`config.mk`:
```
export PLATFORM = sky130hd
export DESIGN_NAME = flash_cmd_ui
export DESIGN_NICKNAME = d
export VERILOG_FILES = /design/src/rtl/flash_cmd_pkg.sv /design/src/rtl/flash_busy_timer.sv /design/src/rtl/flash_word_array.sv /design/src/rtl/flash_cmd_fsm.sv /design/src/rtl/flash_cmd_ui.sv
export SDC_FILE = /design/constraint.sdc
export NUM_CORES = 1
export LEC_CHECK = 0
export BUFFER_PORTS_ARGS = -buffer_cell sky130_fd_sc_hd__buf_2
export CORE_AREA = 2 2 148 150
export DETAILED_ROUTE_END_ITERATION = 16
export DIE_AREA = 0 0 150 152
export MAX_ROUTING_LAYER = met4
export PLACE_DENSITY = 0.82
export RECOVER_POWER = 25
export SLEW_MARGIN = 20
export SYNTH_ARGS = -nofsm -noshare
export SYNTH_HDL_FRONTEND = slang
export SYNTH_SLANG_ARGS = --single-unit
```
`constraint.sdc`:
```
create_clock -name clk -period 4.82 [get_ports clk]
set_input_delay 0.964 -clock clk [delete_from_list [all_inputs] [get_ports clk]]
set_output_delay 0.964 -clock clk [all_outputs]
set_load 0.01 [all_outputs]
```
`src/rtl/flash_cmd_pkg.sv`:
```
package flash_cmd_pkg;

    localparam logic [7:0] OP_READ_ARRAY = 8'hFF;
    localparam logic [7:0] OP_PGM_A      = 8'h40;
    localparam logic [7:0] OP_PGM_B      = 8'h10;
    localparam logic [7:0] OP_ERS_SETUP  = 8'h20;
    localparam logic [7:0] OP_CONFIRM    = 8'hD0;
    localparam logic [7:0] OP_CLR_STAT   = 8'h50;

    typedef enum logic [1:0] {
        MD_ARRAY   = 2'd0,
        MD_STATUS  = 2'd1,
        MD_PGM_ARG = 2'd2,
        MD_ERS_ARG = 2'd3
    } mode_e;

    typedef struct packed {
        logic ers;
        logic pgm;
        logic vpp;
        logic lock;
    } err_t;

    function automatic logic [7:0] status_byte(input logic ready, input err_t e);
        return {ready, 1'b0, e.ers, e.pgm, e.vpp, 1'b0, e.lock, 1'b0};
    endfunction

endpackage

```
`src/rtl/flash_busy_timer.sv`:
```
module flash_busy_timer #(
    parameter int BUSY_CYC = 5
) (
    input  logic clk,
    input  logic rst,
    input  logic start,
    output logic busy
);
    localparam int CW = $clog2(BUSY_CYC + 1);

    logic [CW-1:0] cnt_q;

    always_ff @(posedge clk) begin
        if (rst) begin
            cnt_q <= '0;
        end else if (start) begin
            cnt_q <= CW'(BUSY_CYC);
        end else if (cnt_q != '0) begin
            cnt_q <= cnt_q - 1'b1;
        end
    end

    assign busy = (cnt_q != '0);

    AST_START_BUSY: assert property (@(posedge clk) disable iff (rst)
        start |=> busy);
    AST_CNT_RANGE: assert property (@(posedge clk) disable iff (rst)
        cnt_q <= CW'(BUSY_CYC));

endmodule

```
`src/rtl/flash_word_array.sv`:
```
module flash_word_array #(
    parameter int DW     = 16,
    parameter int AW     = 4,
    parameter int BLK_AW = 2
) (
    input  logic                      clk,
    input  logic                      rst,
    input  logic                      pgm_en,
    input  logic [AW-1:0]             pgm_addr,
    input  logic [DW-1:0]             pgm_data,
    input  logic                      ers_en,
    input  logic [(1<<(AW-BLK_AW))-1:0] ers_mask,
    input  logic [AW-1:0]             rd_addr,
    output logic [DW-1:0]             rd_data
);
    localparam int NWORDS = 1 << AW;

    logic [DW-1:0] mem [NWORDS];

    for (genvar w = 0; w < NWORDS; w++) begin : g_word
        localparam int BLK = w >> BLK_AW;
        always_ff @(posedge clk) begin
            if (rst) begin
                mem[w] <= '1;
            end else if (ers_en && ers_mask[BLK]) begin
                mem[w] <= '1;
            end else if (pgm_en && (pgm_addr == AW'(w))) begin
                mem[w] <= mem[w] & pgm_data;
            end
        end
    end

    assign rd_data = mem[rd_addr];

    logic          pgm_q;
    logic [AW-1:0] paddr_q;
    logic [DW-1:0] old_q;

    always_ff @(posedge clk) begin
        if (rst) begin
            pgm_q   <= 1'b0;
            paddr_q <= '0;
            old_q   <= '0;
        end else begin
            pgm_q   <= pgm_en && !ers_en;
            paddr_q <= pgm_addr;
            old_q   <= mem[pgm_addr];
        end
    end

    AST_PGM_NO_SET: assert property (@(posedge clk) disable iff (rst)
        pgm_q |-> ((mem[paddr_q] & ~old_q) == '0));

endmodule

```
`src/rtl/flash_cmd_fsm.sv`:
```
module flash_cmd_fsm
    import flash_cmd_pkg::*;
#(
    parameter int DW     = 16,
    parameter int AW     = 4,
    parameter int BLK_AW = 2
) (
    input  logic                      clk,
    input  logic                      rst,
    input  logic                      wr_en,
    input  logic [AW-1:0]             addr,
    input  logic [DW-1:0]             wdata,
    input  logic                      wp_n,
    input  logic                      vpp_ok,
    input  logic [(1<<(AW-BLK_AW))-1:0] lock_bits,
    input  logic                      busy,
    output logic                      start,
    output logic                      pgm_en,
    output logic                      ers_en,
    output logic [(1<<(AW-BLK_AW))-1:0] ers_mask,
    output mode_e                     mode,
    output err_t                      err
);
    localparam int NBLK = 1 << (AW - BLK_AW);

    mode_e mode_q, mode_d;
    err_t  err_q, err_d;
    logic  accept;
    logic [7:0] op;
    logic [AW-BLK_AW-1:0] blk;
    logic  blk_locked;

    assign accept     = wr_en && !busy;
    assign op         = wdata[7:0];
    assign blk        = addr[AW-1:BLK_AW];
    assign blk_locked = lock_bits[blk] && !wp_n;

    for (genvar b = 0; b < NBLK; b++) begin : g_mask
        assign ers_mask[b] = wp_n || !lock_bits[b];
    end

    always_comb begin
        mode_d = mode_q;
        err_d  = err_q;
        pgm_en = 1'b0;
        ers_en = 1'b0;
        start  = 1'b0;
        if (accept) begin
            unique case (mode_q)
                MD_PGM_ARG: begin
                    mode_d = MD_STATUS;
                    if (!vpp_ok) begin
                        err_d.vpp = 1'b1;
                        err_d.pgm = 1'b1;
                    end else if (blk_locked) begin
                        err_d.lock = 1'b1;
                        err_d.pgm  = 1'b1;
                    end else begin
                        pgm_en = 1'b1;
                        start  = 1'b1;
                    end
                end
                MD_ERS_ARG: begin
                    mode_d = MD_STATUS;
                    if (op != OP_CONFIRM) begin
                        err_d.pgm = 1'b1;
                        err_d.ers = 1'b1;
                    end else if (!vpp_ok) begin
                        err_d.vpp = 1'b1;
                        err_d.ers = 1'b1;
                    end else begin
                        ers_en = 1'b1;
                        start  = 1'b1;
                    end
                end
                default: begin
                    case (op)
                        OP_READ_ARRAY:      mode_d = MD_ARRAY;
                        OP_PGM_A, OP_PGM_B: mode_d = MD_PGM_ARG;
                        OP_ERS_SETUP:       mode_d = MD_ERS_ARG;
                        OP_CLR_STAT:        err_d  = '0;
                        default:            mode_d = mode_q;
                    endcase
                end
            endcase
        end
    end

    always_ff @(posedge clk) begin
        if (rst) begin
            mode_q <= MD_ARRAY;
            err_q  <= '0;
        end else begin
            mode_q <= mode_d;
            err_q  <= err_d;
        end
    end

    assign mode = mode_q;
    assign err  = err_q;

    AST_BUSY_IGNORE: assert property (@(posedge clk) disable iff (rst)
        (wr_en && busy) |=> ($stable(mode_q) && $stable(err_q)));
    AST_BAD_CONFIRM: assert property (@(posedge clk) disable iff (rst)
        (wr_en && !busy && mode_q == MD_ERS_ARG && wdata[7:0] != OP_CONFIRM)
        |=> (err_q.pgm && err_q.ers && !busy));
    AST_ERS_LOWV: assert property (@(posedge clk) disable iff (rst)
        (wr_en && !busy && mode_q == MD_ERS_ARG && wdata[7:0] == OP_CONFIRM && !vpp_ok)
        |=> (err_q.vpp && err_q.ers && !busy));
    AST_PGM_LOCKED: assert property (@(posedge clk) disable iff (rst)
        (wr_en && !busy && mode_q == MD_PGM_ARG && vpp_ok && !wp_n && lock_bits[addr[AW-1:BLK_AW]])
        |=> (err_q.lock && err_q.pgm && !busy));
    AST_CLEAR_ERR: assert property (@(posedge clk) disable iff (rst)
        (wr_en && !busy && (mode_q == MD_ARRAY || mode_q == MD_STATUS) && wdata[7:0] == OP_CLR_STAT)
        |=> (err_q == '0 && $stable(mode_q)));

endmodule

```
`src/rtl/flash_cmd_ui.sv`:
```
module flash_cmd_ui
    import flash_cmd_pkg::*;
#(
    parameter int DW       = 16,
    parameter int AW       = 4,
    parameter int BLK_AW   = 2,
    parameter int BUSY_CYC = 5,
    localparam int NBLK    = 1 << (AW - BLK_AW)
) (
    input  logic            clk,
    input  logic            rst,
    input  logic            wr_en,
    input  logic [AW-1:0]   addr,
    input  logic [DW-1:0]   wdata,
    input  logic            wp_n,
    input  logic            vpp_ok,
    input  logic [NBLK-1:0] lock_bits,
    output logic [DW-1:0]   rd_data
);
    logic            busy, start, pgm_en, ers_en;
    logic [NBLK-1:0] ers_mask;
    mode_e           mode;
    err_t            err;
    logic [DW-1:0]   arr_word;

    flash_cmd_fsm #(.DW(DW), .AW(AW), .BLK_AW(BLK_AW)) u_fsm (
        .clk(clk), .rst(rst), .wr_en(wr_en), .addr(addr), .wdata(wdata),
        .wp_n(wp_n), .vpp_ok(vpp_ok), .lock_bits(lock_bits), .busy(busy),
        .start(start), .pgm_en(pgm_en), .ers_en(ers_en), .ers_mask(ers_mask),
        .mode(mode), .err(err)
    );

    flash_busy_timer #(.BUSY_CYC(BUSY_CYC)) u_timer (
        .clk(clk), .rst(rst), .start(start), .busy(busy)
    );

    flash_word_array #(.DW(DW), .AW(AW), .BLK_AW(BLK_AW)) u_array (
        .clk(clk), .rst(rst), .pgm_en(pgm_en), .pgm_addr(addr), .pgm_data(wdata),
        .ers_en(ers_en), .ers_mask(ers_mask), .rd_addr(addr), .rd_data(arr_word)
    );

    assign rd_data = (mode == MD_ARRAY) ? arr_word
                                        : DW'(status_byte(!busy, err));

endmodule

```
* Yosys cells after proc, flatten, opt, wreduce, memory -nomap -nowiden *
Memory sizes are Yosys's and may differ from the RTL's.
Index checks and enable logic that the tools add are counted.

cells by class
  muxes and demuxes = 139
  add/subtract/negate cells = 1
  $lt $le $gt $ge = 1
  bitwise gates (word level) = 50
  equal/unequal tests = 29
  reductions and logical operators = 48

operator list
  kind                                            number
  two-way mux 16 bit                              33
  bitwise AND 16 bit                              16
  two-way mux 1 bit                               96
  == test 4 bit (second input constant)           8
  bitwise OR 1 bit                                32
  logical AND 1 bit                               22
  == test 4 x 3 -> 1 bit (second input constant)  4
  == test 8 x 7 -> 1 bit (second input constant)  2
  == test 4 x 2 -> 1 bit (second input constant)  2
  == test 8 x 5 -> 1 bit (second input constant)  1
  == test 8 x 6 -> 1 bit (second input constant)  1
  == test 8 bit (second input constant)           1
  != test 8 bit (second input constant)           1
  AND reduction 4 bit                             2
  logical NOT 1 bit                               6
  two-way mux 3 bit                               2
  != test 3 x 2 -> 1 bit (second input constant)  2
  case mux 1 bit (2 select lines)                 3
  case mux 2 bit (3 select lines)                 1
  nonzero test 2 bit                              3
  nonzero test 3 bit                              2
  OR reduction 2 bit                              3
  AND reduction 5 bit                             1
  == test 2 bit (second input constant)           2
  16 further kinds                                22

storage, ports and cells
  RAM bits = 256
  memories = 1
  input bits = 29
  register bits = 9

memory list
  name         words  width  rd ports  clocked after Yosys merged registers in  wr ports  line                    RTL
  u_array.mem  16     16     17        0                                        16        flash_word_array.sv:18  logic [DW-1:0] mem [NWORDS];

* Depth between registers and ports, before layout *
  depth after elaboration = 13
  gate-level depth with buffers = 11

* Modules after synthesis *
A second synthesis with hierarchy kept.

unflattened totals
  cell total of the unflattened synthesis = 917
  area total of the unflattened synthesis = 12913.6 um^2

by module, submodules not included
  module            times used  cells an instance  area an instance (um^2)
  flash_word_array  1           819                12107.9
  flash_cmd_fsm     1           61                 484.2
  flash_busy_timer  1           18                 170.2
  flash_cmd_ui      1           19                 151.4

* Worst setup path after synthesis *
OpenSTA, ideal clock, no wires.

  path type = input -> register
  from = in addr[2]
  to = mem u_array.mem[8][0] (enable)
  path slack = 659 ps
  arrival time = 3726 ps
  setup time = 436 ps
  cell stages on the path = 5
  buffers on the path = 1
  required time = 4384 ps
  cells stage by stage = buf_2 -> mux4_2 -> a21oi_1 -> nand2b_1 -> o41ai_1

RTL lines
  item             line                    RTL
  start, declared  flash_cmd_ui.sv:13      input logic [AW-1:0] addr,
  end, declared    flash_word_array.sv:18

==> metrics.txt <==
Slew Limit Fails=0; Mapped Cells=about 1100; CP startpoint kind=input pin; Die Area=between 0.02 and 0.025 sq mm; RSZ-0062 raised after global routing=no; worst clock skew=~0.0065 ns; Overall Global Routing Usage=32.3%; flop-to-flop setup slack=about 0.76 ns; leading cell types by total area after synthesis=edfxtp_1 (59%), nand2_1 (12%), mux4_2 (11%), nand4_1 (2.5%), a21o_1 (1.9%); routability cong.=0.950; min-delay src=u_fsm.err[2]; Hold Vio Cnt, Final=0; cells along the critical path=buf_2, mux4_2, a211oi_1, nand2_1, nor2b_1, clkbuf_1, nand2_1; top cells by count, synth=nand2_1 (421), edfxtp_1 (256), mux4_2 (65); CP arrival=around 4.6 ns; cell taking the most area after synthesis=edfxtp_1; Pwr Density=roughly 360 mW/mm^2; Min-Delay Path Class=register to register; # rows=54; TritonRoute pass-1 iters=6; most numerous cell in the Yosys netlist=nand2_1; antenna violations before repair=2; clk root buf=clkbuf_16; layout overhead on the synthesized area=10.8%; Slew HR=21.2%; Crit Reg-Reg Endpoint=u_array.mem[15][2]; largest net degree at the start of global routing=52; first-pass GRT wire length=53800 microns; H-Tree Depth=1; Routed WL per cell=around 25 microns; Mapped Nets=around 1100; # setup viols final=0; starting density of the core=between 60% and 70%; antenna viol nets, final=0; CTS buffer count=28; Critical Path RT=5.06 ns; depth of the worst register-to-register path=9; CTS tree=yes; CTS max path bufs=3; slowest stage cell, crit path=clkbuf_1; CORE AREA=~0.021 sq mm; vias in the first global route=between 9000 and 10000; area share of the largest cell type after synthesis=between 50% and 60%; IO Pins=45; Routed WL=35000 microns; Worst Setup Path Type=input pin to register; Post-synth top flop=edfxtp_1; crit end category=register; Setup Buffers After CTS=0; crit path to=u_array.mem[15][2]; Clock Latency Late Sink=between 0.5 and 0.6 ns; clock-pin slew on the worst setup and hold paths=0.06 ns; syn_area_per_cell=11.9 sq um; global route overflow=0; CP most frequent cell=nand2_1; Syn Std Cell Area=0.0130 sq mm; Final Cycle Share=about 90%; Crit. Startpoint=addr[3]; Vias/cell=roughly 6.7; Crit path largest cell delay=0.89 ns; reg2reg start=u_timer.cnt_q[0]; Final nets=1142; via count=9402; worst vdd ir=roughly 0.29 mV; IO buf count=44; final worst path period need=around 4.3 ns; f_max=about 230 MHz; status=finished clean; DR DRC count=0; Max-cap violations=0; worst-path fanout max=28; clk sinks=265; share of cells above drive strength 1=between 10% and 20%; Leak=between 4 and 5 nW; cts hold-fix bufs=0; Ys Warns=0; total power=a little over 0.005 W; Distinct cells, synth=47; #FFs+latches synth=265; Gates resized, CTS repair=0; dpl hpwl=between 20000 and 25000 microns; Total Neg Setup Slack=0 ns; Post-synth EDFFs=256; async set-reset flop share out of synthesis=0%; Die Y=between 150 and 200 microns; DRT iter0 DRCs=between 1000 and 1500; Least-Margin Pin Slew=1.18 ns; Die X=around 150 microns; Seq/Total Area, Yosys=about 60%
## stage by stage
| stage | cells | setup WS [ns] | hold WS [ns] | utilization, % | instance area, sq um |
|---|---|---|---|---|---|
| finish | 1412 | 0.514 | 0.484 | 67.6 | 14400 |
| global placement | 1360 | 0.859 | 0.465 | 63.5 | 13500 |
| CTS | 1410 | 0.895 | 0.481 | 67.9 | 14500 |
| detailed placement | 1360 | 0.801 | 0.473 | 63.5 | 13500 |
| floorplan | 1090 | 0.659 | 0.437 | - | 13000 |
| global route | 1412 | 0.428 | 0.515 | 67.6 | 14400 |
## worst min-delay path by stage
stage	slack [ns]	depth (start not counted)	end
after global placement	0.47	2	u_fsm.err[3]
after detailed placement	0.47	2	u_fsm.err[2]
final	0.48	2	u_fsm.err[2]
after floorplan	0.44	2	u_fsm.err[1]
after global routing	0.52	2	u_fsm.err[2]
after CTS	0.48	2	u_fsm.err[2]
## cells in the final DEF, fill, tap and decap left out, drive strengths merged, types with 12 or more instances in the layout
cell | Yosys | final
mux4 | 65 | 65
mux2i | 23 | 23
nand2 | 422 | 422
nor2 | 20 | 20
nand4 | 52 | 52
buf | 33 | 76
a21o | 35 | 35
edfxtp | 256 | 256
clkbuf | 61 | 39
a21oi | 12 | 12
o21ai | 18 | 18
## registers in the layout, summed over array words and instances (netlist names)
signal,flops
u_timer.cnt_q,3
u_fsm.mode,2
u_array.mem,256
u_fsm.err,4
## kinds of logic (layout without fill, tap and decap cells)
group                    after synthesis  in the layout  share of synthesized area (%)
multiplexers                          88             88                           13.0
flip-flops                           265            265                           60.4
AND/OR/NAND/NOR                      529            529                           17.6
buffers and inverters                102            142                           3.19
adder cells (fa/ha/maj)                3              3                          0.288
other                                  0              2                              0
XOR/XNOR                               2              2                          0.135
AO/OA/AOI/OAI                        101            101                           5.37
## critical path: cells and delay by family
kind | cells | cell delay (ns)
AO/OA/AOI/OAI | 1 | 0.87
buffers and inverters | 2 | 1.50
multiplexers | 1 | 0.44
AND/OR/NAND/NOR | 3 | 0.75
## layout make-up
type                       count  area, sq um
fill                        1501         6920
clock buffer                  31          712
multi-input combinational    723         4720
antenna                        2         5.00
inverter                       8         30.0
tap                          280          350
sequential                   265         7870
clock inverter                19          230
timing repair buffer          84          512
## routing by layer
| layer | vias up | GRT usage, % | part of all wire [%] |
|---|---|---|---|
| li1 | 4016 | - | - |
| met1 | 4612 | 43.9 | 36 |
| met2 | 671 | 48.5 | 48 |
| met3 | 103 | 5.53 | 11 |
| met4 | 0 | 14.0 | 4.7 |
| met5 | - | - | 0 |
## power breakdown
| part | internal, W | switching, W |
|---|---|---|
| sequential | 0.00252 | 0.00000389 |
| combinational | 0.000113 | 0.000279 |
| clock | 0.00133 | 0.000899 |
(Power assumes the default switching activity.)
